## src/rtl/pw_pkg.sv

```systemverilog
package pw_pkg;
  localparam int DW      = 32;
  localparam int TTB_LSB = 14;
  localparam int SEC_LSB = 20;
  localparam int SUP_LSB = 24;
  localparam int LRG_LSB = 16;
  localparam int SML_LSB = 12;
  localparam int CT_LSB  = 10;
  localparam int SUP_BIT = 18;
  // first-level attribute positions
  localparam int L1_END_BIT = 15;
  localparam int L1_MIX_BIT = 17;
  localparam int L1_ES_LSB  = 10;
  // second-level attribute positions
  localparam int L2_END_BIT = 9;
  localparam int L2_MIX_BIT = 11;
  localparam int L2_ES_LSB  = 4;

  typedef enum logic [1:0] {
    PG_SECTION = 2'd0,
    PG_LARGE   = 2'd1,
    PG_SMALL   = 2'd2,
    PG_SUPER   = 2'd3
  } pg_code_e;

  typedef enum logic [1:0] {L1_BAD, L1_SEC, L1_SUP, L1_TBL} l1_kind_e;
  typedef enum logic [1:0] {L2_BAD, L2_LRG, L2_SML} l2_kind_e;

  typedef enum logic [2:0] {
    S_IDLE, S_RD1, S_DEC1, S_RD2, S_DEC2, S_DONE
  } walk_st_e;

  typedef struct packed {
    logic       endian;
    logic [1:0] elem;
    logic       mixed;
  } pg_attr_t;

  function automatic logic [DW-1:0] keep_above(input int unsigned lsb);
    logic [DW-1:0] ones;
    ones = '1;
    return ones << lsb;
  endfunction

  function automatic logic [DW-1:0] page_mask(input pg_code_e c);
    case (c)
      PG_SECTION: return keep_above(SEC_LSB);
      PG_SUPER:   return keep_above(SUP_LSB);
      PG_LARGE:   return keep_above(LRG_LSB);
      default:    return keep_above(SML_LSB);
    endcase
  endfunction

  function automatic logic [DW-1:0] l1_addr(input logic [DW-1:0] ttb,
                                             input logic [DW-1:0] va);
    return {ttb[DW-1:TTB_LSB], va[DW-1:SEC_LSB], 2'b00};
  endfunction

  function automatic logic [DW-1:0] l2_addr(input logic [DW-1:0] cbase,
                                             input logic [DW-1:0] va);
    return {cbase[DW-1:CT_LSB], va[SEC_LSB-1:SML_LSB], 2'b00};
  endfunction

  function automatic logic [DW-1:0] phys_of(input logic [DW-1:0] base,
                                             input logic [DW-1:0] va,
                                             input pg_code_e c);
    logic [DW-1:0] m;
    m = page_mask(c);
    return (base & m) | (va & ~m);
  endfunction

  function automatic logic [DW-1:0] tag_word(input logic [DW-1:0] va,
                                              input pg_code_e c);
    logic [DW-1:0] t;
    t = va & page_mask(c);
    return {t[DW-1:SML_LSB], 8'h00, 1'b0, 1'b1, c};
  endfunction

  function automatic logic [DW-1:0] data_word(input logic [DW-1:0] base,
                                               input pg_attr_t a,
                                               input pg_code_e c);
    logic [DW-1:0] t;
    t = base & page_mask(c);
    return {t[DW-1:SML_LSB], 2'b00, a.endian, a.elem, a.mixed, 6'b000000};
  endfunction
endpackage

```

## src/rtl/pw_l1_decode.sv

```systemverilog
module pw_l1_decode
  import pw_pkg::*;
(
  input  logic [DW-1:0] desc,
  output l1_kind_e      kind,
  output logic [DW-1:0] base,
  output pg_attr_t      attr
);
  logic unused_l1_bits;
  assign unused_l1_bits = ^{desc[19], desc[16], desc[14:12], desc[9:2]};

  always_comb begin
    attr = '{endian: desc[L1_END_BIT],
             elem:   desc[L1_ES_LSB+1:L1_ES_LSB],
             mixed:  desc[L1_MIX_BIT]};
    kind = L1_BAD;
    base = '0;
    case (desc[1:0])
      2'd2: begin
        if (desc[SUP_BIT]) begin
          kind = L1_SUP;
          base = {desc[DW-1:SUP_LSB], {SUP_LSB{1'b0}}};
        end else begin
          kind = L1_SEC;
          base = {desc[DW-1:SEC_LSB], {SEC_LSB{1'b0}}};
        end
      end
      2'd1: begin
        kind = L1_TBL;
        base = {desc[DW-1:CT_LSB], {CT_LSB{1'b0}}};
      end
      default: begin
        kind = L1_BAD;
        base = '0;
      end
    endcase
  end
endmodule

```

## src/rtl/pw_l2_decode.sv

```systemverilog
module pw_l2_decode
  import pw_pkg::*;
(
  input  logic [DW-1:0] desc,
  output l2_kind_e      kind,
  output logic [DW-1:0] base,
  output pg_attr_t      attr
);
  logic unused_l2_bits;
  assign unused_l2_bits = ^{desc[10], desc[8:6], desc[3:2]};

  always_comb begin
    attr = '{endian: desc[L2_END_BIT],
             elem:   desc[L2_ES_LSB+1:L2_ES_LSB],
             mixed:  desc[L2_MIX_BIT]};
    case (desc[1:0])
      2'd2: begin
        kind = L2_SML;
        base = {desc[DW-1:SML_LSB], {SML_LSB{1'b0}}};
      end
      2'd1: begin
        kind = L2_LRG;
        base = {desc[DW-1:LRG_LSB], {LRG_LSB{1'b0}}};
      end
      default: begin
        kind = L2_BAD;
        base = '0;
      end
    endcase
  end
endmodule

```

## src/rtl/pw_tlb_pack.sv

```systemverilog
module pw_tlb_pack
  import pw_pkg::*;
(
  input  logic [DW-1:0] va,
  input  logic [DW-1:0] base,
  input  pg_attr_t      attr,
  input  pg_code_e      code,
  output logic [DW-1:0] pa,
  output logic [DW-1:0] tag,
  output logic [DW-1:0] data
);
  assign pa   = phys_of(base, va, code);
  assign tag  = tag_word(va, code);
  assign data = data_word(base, attr, code);
endmodule

```

## src/rtl/pw_walker.sv

```systemverilog
module pw_walker
  import pw_pkg::*;
(
  input  logic          clk,
  input  logic          rst_n,
  input  logic [DW-1:0] ttb_base,
  input  logic          walk_start,
  input  logic [DW-1:0] walk_va,
  output logic          rd_req,
  output logic [DW-1:0] rd_addr,
  input  logic          rd_valid,
  input  logic [DW-1:0] rd_data,
  output logic          walk_busy,
  output logic          walk_done,
  output logic          walk_fault,
  output logic [DW-1:0] fault_va,
  output logic [1:0]    page_code,
  output logic [DW-1:0] pa_out,
  output logic [DW-1:0] tlb_tag,
  output logic [DW-1:0] tlb_data
);
  localparam logic [DW-1:0] TTB_MASK = {{(DW-TTB_LSB){1'b1}}, {TTB_LSB{1'b0}}};

  walk_st_e      st;
  logic [DW-1:0] va_q, ttb_q, desc_q, cbase_q;

  l1_kind_e      k1;
  logic [DW-1:0] b1;
  pg_attr_t      a1;
  l2_kind_e      k2;
  logic [DW-1:0] b2;
  pg_attr_t      a2;

  pg_code_e      leaf_code;
  logic [DW-1:0] leaf_base;
  pg_attr_t      leaf_attr;
  logic [DW-1:0] pk_pa, pk_tag, pk_data;

  // named internal events, observed by the bound checker
  logic in_dec1, in_dec2;
  logic l1_accept, l2_accept;
  logic leaf_event, fault_event;

  pw_l1_decode u_l1 (.desc(desc_q), .kind(k1), .base(b1), .attr(a1));
  pw_l2_decode u_l2 (.desc(desc_q), .kind(k2), .base(b2), .attr(a2));

  always_comb begin
    if (st == S_DEC1) begin
      leaf_base = b1;
      leaf_attr = a1;
      leaf_code = (k1 == L1_SUP) ? PG_SUPER : PG_SECTION;
    end else begin
      leaf_base = b2;
      leaf_attr = a2;
      leaf_code = (k2 == L2_LRG) ? PG_LARGE : PG_SMALL;
    end
  end

  pw_tlb_pack u_pack (
    .va(va_q), .base(leaf_base), .attr(leaf_attr), .code(leaf_code),
    .pa(pk_pa), .tag(pk_tag), .data(pk_data)
  );

  assign in_dec1     = (st == S_DEC1);
  assign in_dec2     = (st == S_DEC2);
  assign l1_accept   = (st == S_RD1) && rd_valid;
  assign l2_accept   = (st == S_RD2) && rd_valid;
  assign leaf_event  = (in_dec1 && (k1 == L1_SEC || k1 == L1_SUP)) ||
                       (in_dec2 && (k2 != L2_BAD));
  assign fault_event = (in_dec1 && (k1 == L1_BAD)) ||
                       (in_dec2 && (k2 == L2_BAD));

  assign rd_req    = (st == S_RD1) || (st == S_RD2);
  assign rd_addr   = (st == S_RD2) ? l2_addr(cbase_q, va_q) : l1_addr(ttb_q, va_q);
  assign walk_busy = (st != S_IDLE);
  assign walk_done = (st == S_DONE);

  logic unused_low;
  assign unused_low = ^{ttb_q[TTB_LSB-1:0], cbase_q[CT_LSB-1:0]};

  always_ff @(posedge clk) begin
    if (!rst_n) begin
      st         <= S_IDLE;
      va_q       <= '0;
      ttb_q      <= '0;
      desc_q     <= '0;
      cbase_q    <= '0;
      walk_fault <= 1'b0;
      fault_va   <= '0;
      page_code  <= '0;
      pa_out     <= '0;
      tlb_tag    <= '0;
      tlb_data   <= '0;
    end else begin
      case (st)
        S_IDLE: if (walk_start) begin
          va_q       <= walk_va;
          ttb_q      <= ttb_base & TTB_MASK;
          walk_fault <= 1'b0;
          st         <= S_RD1;
        end
        S_RD1: if (l1_accept) begin
          desc_q <= rd_data;
          st     <= S_DEC1;
        end
        S_DEC1: begin
          if (k1 == L1_TBL) begin
            cbase_q <= b1;
            st      <= S_RD2;
          end else begin
            st <= S_DONE;
          end
        end
        S_RD2: if (l2_accept) begin
          desc_q <= rd_data;
          st     <= S_DEC2;
        end
        S_DEC2:  st <= S_DONE;
        default: st <= S_IDLE;
      endcase

      if (leaf_event) begin
        page_code <= leaf_code;
        pa_out    <= pk_pa;
        tlb_tag   <= pk_tag;
        tlb_data  <= pk_data;
      end
      if (fault_event) begin
        walk_fault <= 1'b1;
        fault_va   <= va_q;
      end
    end
  end
endmodule

```

## config.mk

```make
export PLATFORM = sky130hd
export DESIGN_NAME = pw_walker
export DESIGN_NICKNAME = d
export VERILOG_FILES = /design/src/rtl/pw_pkg.sv /design/src/rtl/pw_l1_decode.sv /design/src/rtl/pw_l2_decode.sv /design/src/rtl/pw_tlb_pack.sv /design/src/rtl/pw_walker.sv
export SDC_FILE = /design/constraint.sdc
export NUM_CORES = 1
export LEC_CHECK = 0
export BUFFER_PORTS_ARGS = -buffer_cell sky130_fd_sc_hd__buf_2
export CORE_AREA = 8 8 152 154
export DETAILED_ROUTE_END_ITERATION = 8
export DIE_AREA = 0 0 160 162
export PLACE_DENSITY = 0.82
export REMOVE_ABC_BUFFERS = 1
export SYNTH_ARGS = -nofsm -noshare
export SYNTH_HDL_FRONTEND = slang
export SYNTH_HIERARCHICAL = 1
export SYNTH_SLANG_ARGS = --single-unit
export TNS_END_PERCENT = 5
```

## constraint.sdc

```tcl
create_clock -name clk -period 4.5 [get_ports clk]
set_clock_uncertainty 0.1 [all_clocks]
set_input_delay 0.9 -clock clk [delete_from_list [all_inputs] [get_ports clk]]
set_output_delay 0.9 -clock clk [all_outputs]
set_load 0.01 [all_outputs]
```

# Word level (Yosys, flattened, before mapping)
# Cells that the tools add are included.
# Widths: inputs -> output; s select.
[totals] reg_bits=231 latch_bits=0 mem_bits_rw=0 mem_bits_ro=0 in_bits=100 out_inout_bits=166 elab_cells=80 n_memories=0
[classes] add_sub_neg=0 n_mul=0 n_div=0 magnitude_cmp=0 n_eq_ne=16 n_shift=0 n_mux=24 bitwise=5 reduce_logical=24
[op_table] cell="$pmux 32 s2" count=3
[op_table] cell="$mux 32" count=4
[op_table] cell="$and 32x32->32" count=3
[op_table] cell="$pmux 24 s3" count=1
[op_table] cell="$not 32->32" count=1
[op_table] cell="$or 32x32->32" count=1
[op_table] cell="$mux 24" count=1
[op_table] cell="$pmux 3 s5" count=1
[op_table] cell="$mux 3" count=4
[op_table] cell="$eq 2x1->1 const B" count=4
[op_table] cell="$eq 2x2->1 const B" count=4
[op_table] cell="$mux 2" count=4
[op_table] cell="$pmux 2 s2" count=2
[op_table] cell="$reduce_bool 2->1" count=4
[op_table] cell="$eq 3x2->1 const B" count=2
[op_table] cell="$eq 3x3->1 const B" count=2
[op_table] cell="$logic_and 1x1->1" count=6
[op_table] cell="$logic_not 2->1" count=3
[op_table] cell="$ne 2x2->1 const B" count=3
[op_table] cell="$reduce_and 2->1" count=3
[op_table] cell="$reduce_and 3->1" count=2
[op_table] cell="$logic_or 1x1->1" count=4
[op_table] cell="$mux 4" count=1
[op_table] cell="$eq 3x1->1 const B" count=1
[op_table] cell="3 further kinds" count=5

# Depth between registers and ports, before layout
[depth] word_depth=10 ltp_mapped=13 depth_no_buf=12

# Modules after synthesis
# Netlist, hierarchy kept.
[by_module_without_submodules] module="pw_walker" instances=1 cells_each=1163 area_per_inst_um2=9542.9 seq_area_each_um2=4764.6
[by_module_without_submodules] module="pw_tlb_pack" instances=1 cells_each=104 area_per_inst_um2=835.8 seq_area_each_um2=0.0
[by_module_without_submodules] module="pw_l2_decode" instances=1 cells_each=46 area_per_inst_um2=365.4 seq_area_each_um2=0.0
[by_module_without_submodules] module="pw_l1_decode" instances=1 cells_each=53 area_per_inst_um2=356.6 seq_area_each_um2=0.0

# Worst setup path after synthesis
# Ideal clock, no wire load.
[synth_path] path_kind="register -> register" from="register desc_q[0]" to="register pa_out[18]" setup_time_ns=0.132 arrival_time_ns=2.422 required_ns=4.268 path_slack_ns=1.846 stages_incl_launch_ff=13 n_path_buf=1 synth_period_minus_slack_ns=2.654 cell_sequence="dfxtp_1 inv_1 ha_1 a21oi_1 inv_1 ha_1 mux2_2 inv_1 ha_1 buf_6 mux2_4 nand3_1 a21oi_1"
[synth_between] elab_chain_len=10 word_cells_on_any_way=26 cone_classes="7 x eq/ne; 9 x mux; 4 x bitwise; 6 x reduce/logical"
[synth_rtl] element="from (decl)" line_no="pw_walker.sv:25" source="logic [DW-1:0] va_q, ttb_q, desc_q, cbase_q;"
[synth_rtl] element="from (signal assigned)" line_no="pw_walker.sv:103" source="desc_q <= rd_data;"
[synth_rtl] element="from (signal assigned)" line_no="pw_walker.sv:115" source="desc_q <= rd_data;"
[synth_rtl] element="$eq 2x1->1 or $eq 2x2->1 (tied branches)" line_no="pw_l1_decode.sv:18" source="case (desc[1:0])"
[synth_rtl] element="$pmux 2 s2 (*)" line_no="pw_l1_decode.sv:18"
[synth_rtl] element="named net k1[0]" line_no="pw_walker.sv:27" source="l1_kind_e k1;"
[synth_rtl] element="$eq 2x2->1 (*)" line_no="pw_walker.sv:51" source="leaf_code = (k1 == L1_SUP) ? PG_SUPER : PG_SECTION;"
[synth_rtl] element="$mux 2 (*)" line_no="pw_walker.sv:51"
[synth_rtl] element="$mux 2 (*)" line_no="pw_walker.sv:48" source="if (st == S_DEC1) begin"
[synth_rtl] element="named net leaf_code[0]" line_no="pw_walker.sv:34" source="pg_code_e leaf_code;"
[synth_rtl] element="$eq 2x1->1 (tied with other cells)" line_no="pw_pkg.sv:46" source="case (c)"
[synth_rtl] element="$pmux 24 s3 (*)" line_no="pw_pkg.sv:46"
[synth_rtl] element="$not 32->32" line_no="pw_pkg.sv:69" source="return (base & m) | (va & ~m);"
[synth_rtl] element="$and 32x32->32" line_no="pw_pkg.sv:69"
[synth_rtl] element="$or 32x32->32 (*)" line_no="pw_pkg.sv:69"
[synth_rtl] element="named net pk_pa[18]" line_no="pw_walker.sv:37" source="logic [DW-1:0] pk_pa, pk_tag, pk_data;"
[synth_rtl] element="to (signal assigned)" line_no="pw_walker.sv:124" source="pa_out <= pk_pa;"
[synth_rtl] element="to (decl)" line_no="pw_walker.sv:18" source="output logic [DW-1:0] pa_out,"
# Mark *: on every way through the listed nets, which the timed path passes. The rest lies on a longest branch.
# A chain may end at the register's enable or synchronous reset.

# Worst setup path after layout
[layout_path] from="register st[0]" to="output rd_addr[29]"
[layout_between] elab_chain_len=2
[layout_rtl] element="from (decl)" line_no="pw_walker.sv:24" source="walk_st_e st;"
[layout_rtl] element="from (signal assigned)" line_no="pw_walker.sv:83" source="st <= S_IDLE;"
[layout_rtl] element="from (signal assigned)" line_no="pw_walker.sv:100" source="st <= S_RD1;"
[layout_rtl] element="from (signal assigned)" line_no="pw_walker.sv:104" source="st <= S_DEC1;"
[layout_rtl] element="$eq 3x2->1" line_no="pw_walker.sv:74" source="assign rd_addr = (st == S_RD2) ? l2_addr(cbase_q, va_q) : l1_addr(ttb_q, va_q);"
[layout_rtl] element="$mux 32" line_no="pw_walker.sv:74"
[layout_rtl] element="to (decl)" line_no="pw_walker.sv:10" source="output logic [DW-1:0] rd_addr,"
# Every way passes these cells.

==> results_dict.tcl <==
set metrics [dict create \
    cts_hold_buffers 0 \
    pwr-share-clk 0.467 \
    rsz0062_at_grt "no" \
    dp_slack_ns 1.03 \
    cts_root_buf "clkbuf_16" \
    drc_errors 0 \
    seq_power_share 0.449 \
    setup-violations-final 0 \
    clk_latency_ns 0.53 \
    dp_cells 1676 \
    worst_r2r_path_depth 6 \
    fin_crit_sh 0.823 \
    grt_pass1_wl_mm 48.0 \
    r2r_slack_ns 0.99 \
    cts-buffers-inserted 26 \
    final_cell_mix "buf_2, nand2_1, dfxtp_1, a21oi_1, nand3_1" \
    p_leak_nw 5.07 \
    worst_slack_ns 0.798 \
    finish.utilization 0.595 \
    finalMaxSlewViolations 0 \
    post_cts_resized 0 \
    post-cts-setup-buffer-count 0 \
    overflow 0 \
    maxCapViolations 0 \
    die_y_um 162 \
    internal_power_w 0.00364 \
    start_util 0.514 \
    synth_area_um2 10600 \
    ir_worst_vdd_v 0.000334 \
    comb_power_share 0.084 \
    power_switching_w 0.00119 \
    crit_slowest_cell "dfxtp_4" \
    cp-startpoint "st[0]" \
    n_fill_cell 1829 \
    drive_above_1_share 0.274 \
    htree_num_levels 1 \
    r2r_end "pa_out[16]" \
    grt_max_degree 109 \
    swShare 0.246 \
    cp_slowest_stage_delay_ns 0.67 \
    tightest_slew_ns 1.16 \
    routed-wl-met3_mm 2.50 \
    reg2reg_from "st[1]" \
    maxSlewHeadroom 0.221 \
    finalHoldViolCount 0 \
    fp.dieW_um 160 \
    numPortBuffers 244 \
    antenna_found_initial 5 \
    fin_crit_ns 3.70 \
    drt-initial-drc-count 641 \
    outcome "complete, no violations" \
    vias 9431 \
    floorplan.die_area_um2 25900 \
    path_cells "and2b_1 > nand2_2 > mux2_2 > buf_2" \
    grt_usage 0.220 \
    drtPass1Iterations 7 \
    syn_avg_cell_area_um2 8.11 \
    wl_met2_mm 14.9 \
    fp-row-count 53 \
    place_congestion 0.786 \
    timing.hold.worst.class "flip-flop to flip-flop" \
    cp_max_fo 45 \
    topRoutingLayerUsed "met5" \
    fmax_ghz 0.270 \
    areaGrowthSynthToFinish_pct 15.7 \
    whs_ns 0.347 \
    layout_commonest_cell "buf_2" \
    worstSetupEndpointType "output port" \
    cts_buffer_depth 3 \
    wl_met1_mm 12.3 \
    grt_pass1_vias 9282 \
    coreArea_um2 20700 \
    top_level_ports 266 \
    instances_no_fill 1727 \
    cts.clk_slew.worst_paths_ns 0.06 \
    postRouteAntennaNets 0 \
    synthCells 1310 \
    final-seq-area_um2 4670 \
    routedWlPerCell_um 17.6 \
    dpl.hpwl_mm 19.1 \
    clock-sinks 233 \
    fin_setup_tns_ns 0 \
    cp.arrival_ns 2.70 \
    nNetsFinal 1543 \
    cts_tree "yes" \
    cellPowerDensity_nw_per_um2 392 \
    ys_warn_count 6 \
    cp-start-kind "flip-flop" \
    path_class "flip-flop to output port" \
    crit_required_ns 3.50 \
    multi_input_area_um2 4970 \
    viasPerCell 5.46 \
    cp-endpoint "rd_addr[29]" \
    wirelength_mm 30.3 \
]
## worst max-delay path: cells and delay by family (launching register included)
| family | cells | cell delay (ns) |
|---|---|---|
| buffers and inverters | 1 | 0.15 |
| flip-flops | 1 | 0.67 |
| multiplexers | 1 | 0.52 |
| AND/OR/NAND/NOR | 2 | 0.81 |
## sequential cells by signal, summed over array words and instances (netlist names)
signal,count
fault_va,32
va_q,32
desc_q,27
cbase_q,22
st,3
page_code,2
walk_fault,1
ttb_q,18
pa_out,32
tlb_tag,32
tlb_data,32
## per-stage QoR
| stage | total power (W) | cell area, µm² |
|---|---|---|
| after floorplan | 0.00242 | 9630 |
| after global placement | 0.00260 | 11400 |
| after detailed placement | 0.00261 | 11400 |
| after CTS | 0.00486 | 12300 |
| after global routing | 0.00501 | 12300 |
| final | 0.00483 | 12300 |
## layer usage
layer / global-route usage / vias up
met2: 0.375 / 385
met3: 0.0585 / 56
met5: 0 / -
met1: 0.264 / 4431
li1: - / 4557
met4: 0.0782 / 2
## area by class of cell
class,count,share of cell area
Clock buffer,35,0.0606
Tap cell,275,0.0280
Antenna cell,4,0.000814
Timing Repair Buffer,256,0.109
Inverter,13,0.00447
Sequential cell,233,0.379
Multi-Input combinational cell,899,0.404
Clock inverter,12,0.0143
## power groups by stage
stage                     combinational [W]  sequential (W)  clock (W)
after CTS                          0.000405         0.00217    0.00229
after global routing               0.000443         0.00217    0.00239
after global placement             0.000394         0.00221          0
after floorplan                    0.000220         0.00220          0
final                              0.000404         0.00217    0.00226
after detailed placement           0.000401         0.00221          0
## how the worst min path moves through the flow
stage                 startpoint           end  slack, ns  cells past startpoint
CTS                 fault_va[11]  fault_va[11]       0.35                      2
global placement    fault_va[30]  fault_va[30]       0.33                      2
detailed placement  fault_va[14]  fault_va[14]       0.34                      2
global route           ttb_q[27]     ttb_q[27]       0.37                      2
finish              fault_va[11]  fault_va[11]       0.35                      2
floorplan              ttb_q[14]     ttb_q[14]       0.33                      2
No activity file was read; power rests on OpenSTA's default activity.
